**src/rtl/ito_pkg.sv**
```systemverilog
package ito_pkg;
  typedef enum logic [1:0] {
    ST_RUN   = 2'd0,
    ST_SLEEP = 2'd1,
    ST_WAKE  = 2'd2
  } ctlState_t;

  typedef struct packed {
    logic clrIdle;
    logic incIdle;
    logic judge;
  } ctlStrobe_t;
endpackage

```
**src/rtl/ito_sat_counter.sv**
```systemverilog
module ito_sat_counter #(
  parameter int W = 8
) (
  input  logic         clk,
  input  logic         rst_n,
  input  logic         bump,
  output logic [W-1:0] cnt
);
  localparam logic [W-1:0] TOP = '1;

  always_ff @(posedge clk) begin
    if (!rst_n) begin
      cnt <= '0;
    end else if (bump && (cnt != TOP)) begin
      cnt <= cnt + 1'b1;
    end
  end
endmodule

```
**src/rtl/ito_ctrl.sv**
```systemverilog
module ito_ctrl
  import ito_pkg::*;
(
  input  logic       clk,
  input  logic       rst_n,
  input  logic       active,
  input  logic       wakeDone,
  input  logic       toHit,
  output ctlStrobe_t strobe,
  output logic       sleepReq,
  output logic       wakeReq
);
  ctlState_t state, stateNext;

  always_comb begin
    stateNext = state;
    strobe    = '0;
    unique case (state)
      ST_RUN: begin
        if (active) begin
          strobe.clrIdle = 1'b1;
        end else begin
          strobe.incIdle = 1'b1;
          if (toHit) stateNext = ST_SLEEP;
        end
      end
      ST_SLEEP: begin
        if (active) begin
          strobe.judge = 1'b1;
          stateNext    = ST_WAKE;
        end else begin
          strobe.incIdle = 1'b1;
        end
      end
      ST_WAKE: begin
        strobe.clrIdle = 1'b1;
        if (wakeDone) stateNext = ST_RUN;
      end
      default: stateNext = ST_RUN;
    endcase
  end

  always_ff @(posedge clk) begin
    if (!rst_n) state <= ST_RUN;
    else        state <= stateNext;
  end

  assign sleepReq = (state == ST_SLEEP);
  assign wakeReq  = (state == ST_WAKE);
endmodule

```
**src/rtl/ito_datapath.sv**
```systemverilog
module ito_datapath
  import ito_pkg::*;
#(
  parameter int CNT_W   = 16,
  parameter int STAT_W  = 8,
  parameter int WIN     = 8,
  parameter int BAD_LIM = 2,
  parameter int TO_MIN  = 4,
  parameter int TO_MAX  = 4096
) (
  input  logic              clk,
  input  logic              rst_n,
  input  ctlStrobe_t        strobe,
  input  logic [CNT_W-1:0]  breakEven,
  output logic              toHit,
  output logic [CNT_W-1:0]  timeoutNow,
  output logic [STAT_W-1:0] goodCount,
  output logic [STAT_W-1:0] badCount
);
  localparam int WIN_W  = (WIN > 1) ? $clog2(WIN) : 1;
  localparam int BAD_W  = $clog2(WIN + 1);
  localparam logic [CNT_W-1:0] MIN_V   = CNT_W'(TO_MIN);
  localparam logic [CNT_W-1:0] MAX_V   = CNT_W'(TO_MAX);
  localparam logic [CNT_W-1:0] IDLE_TOP = '1;
  localparam logic [WIN_W-1:0] WIN_LAST = WIN_W'(WIN - 1);
  localparam logic [BAD_W-1:0] BAD_LIM_V = BAD_W'(BAD_LIM);

  logic [CNT_W-1:0] idleCnt, idleNext, timeoutReg;
  logic [WIN_W-1:0] winCnt;
  logic [BAD_W-1:0] winBad, badNow;
  logic             isGood, winLast;
  logic [CNT_W:0]   dblWide;
  logic [CNT_W-1:0] dblTo, halfTo;
  logic [1:0]       bumpVec;

  function automatic logic [CNT_W-1:0] clampTo(input logic [CNT_W-1:0] v);
    if (v < MIN_V)      return MIN_V;
    else if (v > MAX_V) return MAX_V;
    else                return v;
  endfunction

  // idle run length, saturating
  assign idleNext = (idleCnt == IDLE_TOP) ? idleCnt : idleCnt + 1'b1;
  assign toHit    = (idleNext >= timeoutReg);

  always_ff @(posedge clk) begin
    if (!rst_n)              idleCnt <= '0;
    else if (strobe.clrIdle) idleCnt <= '0;
    else if (strobe.incIdle) idleCnt <= idleNext;
  end

  // grading and window bookkeeping
  assign isGood  = (idleCnt >= breakEven);
  assign badNow  = winBad + (isGood ? BAD_W'(0) : BAD_W'(1));
  assign winLast = (winCnt == WIN_LAST);

  always_ff @(posedge clk) begin
    if (!rst_n) begin
      winCnt <= '0;
      winBad <= '0;
    end else if (strobe.judge) begin
      if (winLast) begin
        winCnt <= '0;
        winBad <= '0;
      end else begin
        winCnt <= winCnt + 1'b1;
        winBad <= badNow;
      end
    end
  end

  // timeout adaptation
  assign dblWide = {timeoutReg, 1'b0};
  assign dblTo   = (dblWide > {1'b0, MAX_V}) ? MAX_V : dblWide[CNT_W-1:0];
  assign halfTo  = ((timeoutReg >> 1) < MIN_V) ? MIN_V : (timeoutReg >> 1);

  always_ff @(posedge clk) begin
    if (!rst_n) begin
      timeoutReg <= clampTo(breakEven);
    end else if (strobe.judge && winLast) begin
      if (badNow > BAD_LIM_V)  timeoutReg <= dblTo;
      else if (badNow == '0)   timeoutReg <= halfTo;
    end
  end

  assign timeoutNow = timeoutReg;

  // statistics: index 0 good, index 1 bad
  assign bumpVec[0] = strobe.judge &&  isGood;
  assign bumpVec[1] = strobe.judge && !isGood;

  logic [STAT_W-1:0] statVal [2];

  for (genvar g = 0; g < 2; g++) begin : g_stat
    ito_sat_counter #(.W(STAT_W)) stat_i (
      .clk  (clk),
      .rst_n(rst_n),
      .bump (bumpVec[g]),
      .cnt  (statVal[g])
    );
  end

  assign goodCount = statVal[0];
  assign badCount  = statVal[1];
endmodule

```
**src/rtl/idle_timeout_ctl.sv**
```systemverilog
module idle_timeout_ctl
  import ito_pkg::*;
#(
  parameter int CNT_W   = 16,
  parameter int STAT_W  = 8,
  parameter int WIN     = 8,
  parameter int BAD_LIM = 2,
  parameter int TO_MIN  = 4,
  parameter int TO_MAX  = 4096
) (
  input  logic              clk,
  input  logic              rst_n,
  input  logic              active,
  input  logic [CNT_W-1:0]  breakEven,
  input  logic              wakeDone,
  output logic              sleepReq,
  output logic              wakeReq,
  output logic [CNT_W-1:0]  timeoutNow,
  output logic [STAT_W-1:0] goodCount,
  output logic [STAT_W-1:0] badCount
);
  ctlStrobe_t strobe;
  logic       toHit;

  ito_ctrl ctrl_i (
    .clk     (clk),
    .rst_n   (rst_n),
    .active  (active),
    .wakeDone(wakeDone),
    .toHit   (toHit),
    .strobe  (strobe),
    .sleepReq(sleepReq),
    .wakeReq (wakeReq)
  );

  ito_datapath #(
    .CNT_W  (CNT_W),
    .STAT_W (STAT_W),
    .WIN    (WIN),
    .BAD_LIM(BAD_LIM),
    .TO_MIN (TO_MIN),
    .TO_MAX (TO_MAX)
  ) dp_i (
    .clk       (clk),
    .rst_n     (rst_n),
    .strobe    (strobe),
    .breakEven (breakEven),
    .toHit     (toHit),
    .timeoutNow(timeoutNow),
    .goodCount (goodCount),
    .badCount  (badCount)
  );
endmodule

```
**config.mk**
```make
export PLATFORM = sky130hd
export DESIGN_NAME = idle_timeout_ctl
export DESIGN_NICKNAME = d
export VERILOG_FILES = /design/src/rtl/ito_pkg.sv /design/src/rtl/ito_sat_counter.sv /design/src/rtl/ito_ctrl.sv /design/src/rtl/ito_datapath.sv /design/src/rtl/idle_timeout_ctl.sv
export SDC_FILE = /design/constraint.sdc
export NUM_CORES = 1
export LEC_CHECK = 0
export BUFFER_PORTS_ARGS = -buffer_cell sky130_fd_sc_hd__buf_2
export CAP_MARGIN = 20
export CORE_AREA = 8 8 111 72
export DETAILED_ROUTE_END_ITERATION = 16
export DIE_AREA = 0 0 119 80
export PLACE_DENSITY = 0.85
export SYNTH_ARGS = -nofsm -noshare
export SYNTH_HDL_FRONTEND = slang
export SYNTH_SLANG_ARGS = --single-unit
```
**constraint.sdc**
```tcl
create_clock -name clk -period 5.8 [get_ports clk]
set_input_delay 0.87 -clock clk [delete_from_list [all_inputs] [get_ports clk]]
set_output_delay 0.87 -clock clk [all_outputs]
set_load 0.02 [all_outputs]
```
Yosys cells after proc, flatten, opt, wreduce, memory -nomap -nowiden

Index checks and enable logic that the tools add are counted.

Bitwise gates (word level): 1
Add/sub/neg operators: 5
Shifts and indexed selects: 0
Divide/modulo/power cells: 0
$mul: 0
Muxes and demuxes: 22
Eq/ne operators: 12
Reductions and logical operators: 12
$lt $le $gt $ge: 7

Operators by type and width:

| kind                                                                     | count |
|---|---|
| 16-bit 2-to-1 mux                                                        | 8 |
| 16-bit greater-or-equal comparator                                       | 2 |
| 17-bit by 13-bit > comparator with 1-bit output (second input constant)  | 1 |
| 16-bit by 1-bit adder with 16-bit output (second input constant)         | 1 |
| 8-bit by 1-bit adder with 8-bit output (second input constant)           | 2 |
| 16-bit equality test (second input constant)                             | 1 |
| 16-bit by 13-bit > comparator with 1-bit output (second input constant)  | 1 |
| 16-bit by 3-bit < comparator with 1-bit output (second input constant)   | 1 |
| 8-bit inequality test (second input constant)                            | 2 |
| 15-bit by 3-bit < comparator with 1-bit output (second input constant)   | 1 |
| 15-bit 2-to-1 mux                                                        | 1 |
| 2-bit 2-to-1 mux                                                         | 4 |
| 2-bit inequality test (second input constant)                            | 3 |
| 2-bit case mux with 3 select lines                                       | 1 |
| 1-bit logical AND                                                        | 5 |
| 1-bit 2-to-1 mux                                                         | 5 |
| 4-bit adder                                                              | 1 |
| 4-bit by 2-bit > comparator with 1-bit output (second input constant)    | 1 |
| 4-bit zero test                                                          | 1 |
| 4-bit 2-to-1 mux                                                         | 1 |
| 2-bit by 1-bit inequality test with 1-bit output (second input constant) | 2 |
| 4-bit AND reduction                                                      | 1 |
| 2-bit OR reduction                                                       | 2 |
| 3-bit by 1-bit adder with 3-bit output (second input constant)           | 1 |
| 10 further kinds                                                         | 10 |

RAM bits: 0
Latch bits: 0
Memory bits (read-only): 0
Input port bits: 20
Output and inout bits: 34
Logic and storage cells: 66
Bits in registers: 57
Memories: 0

Depth between registers and ports, before layout

Gate-level depths: netlist of the first run.

Word-level depth: 8
Gate-level depth with buffers: 15
Mapped depth without buffers: 14

Cells and area by module

A second synthesis of the first run with hierarchy kept.

Cell total of the unflattened synthesis: 465
Area total of the unflattened synthesis: 3960.0 µm²

Modules (own cells, without submodules):

| module          | times used | cells each | seq. area each (µm²) | area an instance (µm²) |
|---|---|---|---|---|
| ito_datapath    | 1          | 360        | 940.9                | 3055.4 |
| ito_sat_counter | 2          | 47         | 160.2                | 404.1 |
| ito_ctrl        | 1          | 11         | 40.0                 | 96.3 |

Least setup slack after synthesis of the first run

Ideal clock, no wire load.

Path type: input to register
From: in breakEven[14]
To: reg dp_i.timeoutReg[0] (netlist: dp_i.timeoutNow[0]) (enable)
Path slack: 1.835 ns
Stages: 13
Required time: 5.436 ns
Setup time: 0.364 ns
Arrival time: 3.600 ns
Buffers on the path: 0
Path through: inv_1 -> ha_1 -> nand4_1 -> nor3_1 -> a21oi_1 -> nand3_1 -> inv_1 -> ha_1 -> ha_1 -> a211oi_1 -> o21ai_0 -> nand3_1 -> nand2_1

Longest elaborated chain between the ends: 6
Elaborated cells on any way between the ends: 7
Classes of those cells: add/sub (1); order compare (2); eq/ne (1); mux (1); reduce/logical (2)

RTL lines:

| item                                                                             | line                                   | RTL |
|---|---|---|
| start: declaration                                                               | idle_timeout_ctl.sv:14                 | `input logic [CNT_W-1:0] breakEven,` |
| 16-bit greater-or-equal comparator *                                             | ito_datapath.sv:53                     | `assign isGood = (idleCnt >= breakEven);` |
| 1-bit 2-to-1 mux *                                                               | ito_datapath.sv:54                     | `assign badNow = winBad + (isGood ? BAD_W'(0) : BAD_W'(1));` |
| 4-bit adder *                                                                    | ito_datapath.sv:54                     |  |
| 4-bit by 2-bit > comparator with 1-bit output or 4-bit zero test (tied branches) | ito_datapath.sv:81, ito_datapath.sv:82 |  |
| 3-bit by 1-bit inequality test with 1-bit output (no source line) *              | --                                     |  |
| 2-bit AND reduction (no source line) *                                           | --                                     |  |
| end signal: assignment                                                           | ito_datapath.sv:79                     | `timeoutReg <= clampTo(breakEven);` |
| end signal: assignment                                                           | ito_datapath.sv:81                     | `if (badNow > BAD_LIM_V) timeoutReg <= dblTo;` |
| end signal: assignment                                                           | ito_datapath.sv:82                     | `else if (badNow == '0) timeoutReg <= halfTo;` |
| end: declaration                                                                 | ito_datapath.sv:28                     | `logic [CNT_W-1:0] idleCnt, idleNext, timeoutReg;` |

Mark *: on every way between the ends. The rest lies on a longest branch, timed or not.
A chain may end at the register's enable or synchronous reset.

Worst setup path in the final report of the first run

From: in breakEven[12]
To: reg dp_i.timeoutReg[2] (netlist: dp_i.timeoutNow[2]) (enable)

The elaborated chain is that of the path after synthesis.

==> results of run 1 <==
==> per-stage QoR <==
step / cell area (µm²) / utilization / cells
2_1_floorplan: 3870 / - / 460
3_3_place_gp: 4180 / 0.652 / 589
3_5_place_dp: 4200 / 0.654 / 590
4_1_cts: 4350 / 0.678 / 606
5_1_grt: 4350 / 0.678 / 606
6_report: 4350 / 0.678 / 606
==> path summary, 6_finish.rpt <==
check / from / to / slack (ns) / depth (start not counted)
worst min-delay path: dp_i.winBad[0] / dp_i.winBad[0] / 0.47 / 2
worst max register to register: dp_i.idleCnt[13] / dp_i.timeoutNow[2] / 1.82 / 12
worst min register to register: dp_i.winBad[0] / dp_i.winBad[0] / 0.47 / 2
worst max-delay path: breakEven[12] / dp_i.timeoutNow[2] / 1.61 / 14
==> state kept, by name, indices dropped and copies added, names as in the netlist <==
signal / flops
dp_i.g_stat.stat_i.cnt: 16
dp_i.idleCnt: 16
dp_i.timeoutNow: 16
dp_i.winBad: 4
dp_i.winCnt: 3
ctrl_i.state: 2
==> layout by cell type (no fill, tap or decap), drive strengths merged, types with 14 or more instances in the layout <==
cell type,instances
a21oi,33
buf,54
dfxtp,41
edfxtp,16
ha,39
inv,36
nand2,56
nand3,18
nand4,16
nor2,39
o21ai,22
xnor2,14
xor2,14
==> power groups by stage <==
stage	Sequential (mW)	Combinational (mW)	Clock, mW
global route	0.430	0.0921	0.333
detailed placement	0.437	0.0820	0
CTS	0.428	0.0825	0.317
finish	0.429	0.0834	0.309
global placement	0.436	0.0783	0
floorplan	0.443	0.0421	0
==> cells by family after synthesis <==
family	after synthesis	synth area share
adders and majority gates	39	0.126
and+or+nand+nor	181	0.232
other	1	0.000970
muxes	12	0.0324
buffers and inverters	48	0.0508
DFF	57	0.336
xor gates and xnor gates	28	0.0634
AOI/OAI and AO/OA	94	0.158
==> layer usage <==
layer  GRT usage  share of wire
met5           0              0
met4      0.0991          0.019
met3      0.0763          0.099
met2       0.310           0.43
met1       0.273           0.45
==> layout make-up <==
| type | count | area (µm²) | share of cell area |
|---|---|---|---|
| clock buffer | 12 | 135 | 0.0311 |
| inverter | 37 | 139 | 0.0319 |
| tap | 87 | 109 | 0.0250 |
| timing repair buffer | 54 | 277 | 0.0636 |
| clock inverter | 4 | 20.0 | 0.00460 |
| sequential | 57 | 1300 | 0.299 |
| multi-input combinational | 355 | 2370 | 0.545 |
==> critical path, stage by stage <==
cell	delay, ns
buf_2	0.09
inv_1	0.07
ha_1	0.28
nand4_1	0.16
nor4_2	0.44
o31ai_4	0.19
nand3_1	0.17
inv_1	0.06
ha_1	0.20
ha_1	0.32
a211oi_1	0.62
o21ai_0	0.19
nand3_1	0.12
nand2_1	0.37
==> metrics.cfg, run 1 <==
[synth]
yosys_warnings=0
yosysMostFrequentCell=nand2_1
yosysTopAreaCell=dfxtp_1
seq_area_frac_synth=0.336
synth_area_um2=3870
synthFlopType=dfxtp_1
avgSynthCellArea_um2=8.41
synth_nets=519
ys_top_cells_by_area=dfxtp_1 (21%), ha_1 (13%), edfxtp_1 (12%)
synth_top_cell_area_share=0.212
ys_ff_latch=57
postSynth.asyncResetShare=0
synth_edf_count=16
synth_cell_types=57
synth_cells=460
synth.top_cells.by_count=nand2_1 (56), dfxtp_1 (41), ha_1 (39), nor2_1 (39), inv_1 (36)

[floorplanning]
coreArea_um2=6420
die-width_um=119
dieArea_um2=9520
die_y_um=80
row_count=23
initial_core_util=0.603
ios=54

[routing]
drt-vias-per-instance=6.06
drt-total-wl_um=10100
via_count=3671
detail-route-antenna-nets=0
drc=0
wl_per_cell_um=16.6
first_iter_violations=458
dr.pass1.iters=5

[power_and_ir_drop]
power.total_mw=0.822
clockPowerShare=0.377
power_density_nw_per_um2=189
power.internal_mw=0.600
seq_power_share=0.522
p_leak_nw=1.91
comb_power_share=0.102
ir_drop_v=0.000126
p_switching_mw=0.222
switching_share=0.270

[placed_design]
place.gp.congestion=0.905
port_buffers=53
hpwl_um=7760
pre_cts_slack_ns=1.21

[worst_setup_path]
criticalPathCategory=input pin to flop
cp_max_fo=16
cp.required_ns=5.77
worstPathArrival_ns=4.16
worstSetupEndpointType=flop
cp-start-kind=input pin

[clocking]
cts.path.max_buffers=2
cts-buffers-inserted=9
ctsHtreeMaxLevel=3
hold_buffers=0
cts_sinks=57
post_cts_resize_count=0
root_buffer=clkbuf_8
clkLatencyLatePin_ns=0.36
clk_pin_slew_ns=0.06
postCtsSetupBuffers=0
cts_tree=done

[timing]
timing.fmax_mhz=239
layout_min_cycle_time_ns=4.19
hold_viol=0
slew_violations=0
rsz0062_at_grt=false
relSlewSlack=0.503
whs_ns=0.469
fin_ws_ns=1.61
fin_skew_ns=0.00985
period_share=0.722
tightestPinTransition_ns=0.741
finalSetupViolCount=0
tns_ns=0

[global_route]
grt_pass1_vias=3338
antenna_found_initial=0
grt_overflow=0
grt_max_degree=27
grt_pass1_wl_um=16100
grt_usage=0.212

[finish]
fillers=520
area_growth_pct=12.5
drive_gt1_frac=0.154
diodes=0
fin_nets=573

[status]
status=finished clean

[hold_path]
hold_path_class=flop to flop

[flow_run]
drv_cap=0

No activity file was read; power rests on OpenSTA's default activity.
==> run 2, diff against run 1 <==
--- a/config.mk
+++ b/config.mk
@@ -7,10 +7,10 @@
 export LEC_CHECK = 0
 export BUFFER_PORTS_ARGS = -buffer_cell sky130_fd_sc_hd__buf_2
 export CAP_MARGIN = 20
-export CORE_AREA = 8 8 111 72
+export CORE_AREA = 8 8 121 78
 export DETAILED_ROUTE_END_ITERATION = 16
-export DIE_AREA = 0 0 119 80
-export PLACE_DENSITY = 0.85
+export DIE_AREA = 0 0 129 86
+export PLACE_DENSITY = 0.75
 export SYNTH_ARGS = -nofsm -noshare
 export SYNTH_HDL_FRONTEND = slang
 export SYNTH_SLANG_ARGS = --single-unit
==> constraint.sdc (replaced) <==
create_clock -name clk -period 3.7 [get_ports clk]
set_input_delay 0.555 -clock clk [delete_from_list [all_inputs] [get_ports clk]]
set_output_delay 0.555 -clock clk [all_outputs]
set_load 0.02 [all_outputs]
==> run 2 against run 1 <==
Against the previous run: total power increased by 110%; non-clock buffer count up 14; via count is 0.90% higher; clock-buffer cell count unchanged; critical endpoint is now dp_i.timeoutNow[7]; largest cell class unchanged; largest power group is now clock.
==> metrics.cfg, run 2 (synthesis results as in run 1) <==
[worst_setup_path]
cp.required_ns=3.78
worstSetupEndpointType=flop
crit_top_cell=ha_1
cpMaxStageDelayCell=nor4_2
cp_max_fo=11
startpoint=dp_i.idleCnt[13]
cp-start-kind=flop
worstPathArrival_ns=3.58
worstReg2RegStart=dp_i.idleCnt[13]
criticalPathCategory=flop to flop
crit_path_max_incr_delay_ns=0.43
crit_chain=ha_1, nand4_1, nor4_2, o31ai_4, nand3_1, inv_1, ha_1, ha_1, xor2_1, a211o_1, nor2_1, buf_4, a22oi_1, o31ai_1
crit_family=simple AND/OR/NAND/NOR gates
r2r_slack_ns=0.20
path_buf_inv=2

[routing]
wl_per_cell_um=16.8
drt-total-wl_um=10800
detail-route-antenna-nets=0
drc=0
drt-vias-per-instance=5.78
dr.pass1.iters=7
first_iter_violations=400
via_count=3704

[timing]
tightestPinTransition_ns=0.719
timing.fmax_mhz=286
finalSetupViolCount=0
period_share=0.945
whs_ns=0.465
tns_ns=0
fin_skew_ns=0.00628
relSlewSlack=0.520
layout_min_cycle_time_ns=3.50
rsz0062_at_grt=false
hold_viol=0
slew_violations=0

[global_route]
grt_usage=0.199
antenna_found_initial=0
grt_pass1_vias=3467
grt_pass1_wl_um=17300
grt_overflow=0
grt_max_degree=18

[clocking]
post_cts_resize_count=0
cts_tree=done
clkLatencyLatePin_ns=0.34
cts_sinks=57
hold_buffers=0
clk_pin_slew_ns=0.05
root_buffer=clkbuf_16
ctsHtreeMaxLevel=3
cts-buffers-inserted=9
cts.path.max_buffers=2
postCtsSetupBuffers=0

[placed_design]
hpwl_um=8170
port_buffers=53
place.gp.congestion=0.910

[flow_run]
drv_cap=0

[floorplanning]
initial_core_util=0.505
row_count=25
ios=54
dieArea_um2=11100
die_y_um=86
coreArea_um2=7660
die-width_um=129

[status]
status=finished clean

[finish]
layout_common_cells=nand2_1 (56), buf_2 (53), dfxtp_1 (41)
final_common_cell=nand2_1
area_growth_pct=20.6
fin_nets=587
drive_gt1_frac=0.180
diodes=0

[hold_path]
hold_path_class=flop to flop
hp-start=dp_i.winBad[0]

[power_and_ir_drop]
ir_drop_v=0.000360
power.total_mw=1.74
power_density_nw_per_um2=374
p_leak_nw=2.06

[run 2: cell types whose count changed in the layout (fill, tap and decap cells not counted), sizes merged]
cell / previous run / this run
buf: 54 / 68
clkinv: 5 / 2
bufinv: 0 / 2
clkinvlp: 0 / 1
[run 2: power by group]
group	internal, mW	switching (mW)
clock	0.646	0.288
combinational	0.0495	0.0858
sequential	0.657	0.0160
[run 2: layout make-up]
cell class / instances / area [µm²]
clock buffers: 12 / 268
clock inverters: 4 / 72.6
fillers: 669 / 3000
inverters: 37 / 139
multi-input cells: 355 / 2370
flip-flops and latches: 57 / 1300
well taps: 108 / 135
repair buffers: 68 / 378
[run 2: path summary, 6_finish.rpt]
check	end	cells past startpoint
hold reg to reg	dp_i.winBad[0]	2
setup / recovery	dp_i.timeoutNow[7]	14
hold / removal	dp_i.winBad[0]	2
setup reg to reg	dp_i.timeoutNow[7]	14
[run 2: metal layers]
metal  GRT usage  share of wire
met4      0.0742          0.014
met5           0              0
met2       0.279           0.42
met1       0.272           0.47
met3      0.0700          0.095
[run 2: through the flow]
stage               cell area [µm²]  worst slack, ns  utilization  std cells
CTS                            4660            0.306        0.608        640
finish                         4660            0.203        0.608        641
floorplan                      3870           0.0502            -        460
global route                   4660           0.0162        0.608        641
global placement               4320            0.191        0.563        624
detailed placement             4320           0.0677        0.563        624
[run 2: worst register-to-register path, cell delays in order (launching register included)]
cell and delay (ns):
dfxtp_1 0.41, ha_1 0.35, nand4_1 0.16, nor4_2 0.43, o31ai_4 0.14, nand3_1 0.16
inv_1 0.06, ha_1 0.20, ha_1 0.22, xor2_1 0.22, a211o_1 0.34, nor2_1 0.10
buf_4 0.17, a22oi_1 0.20, o31ai_1 0.10
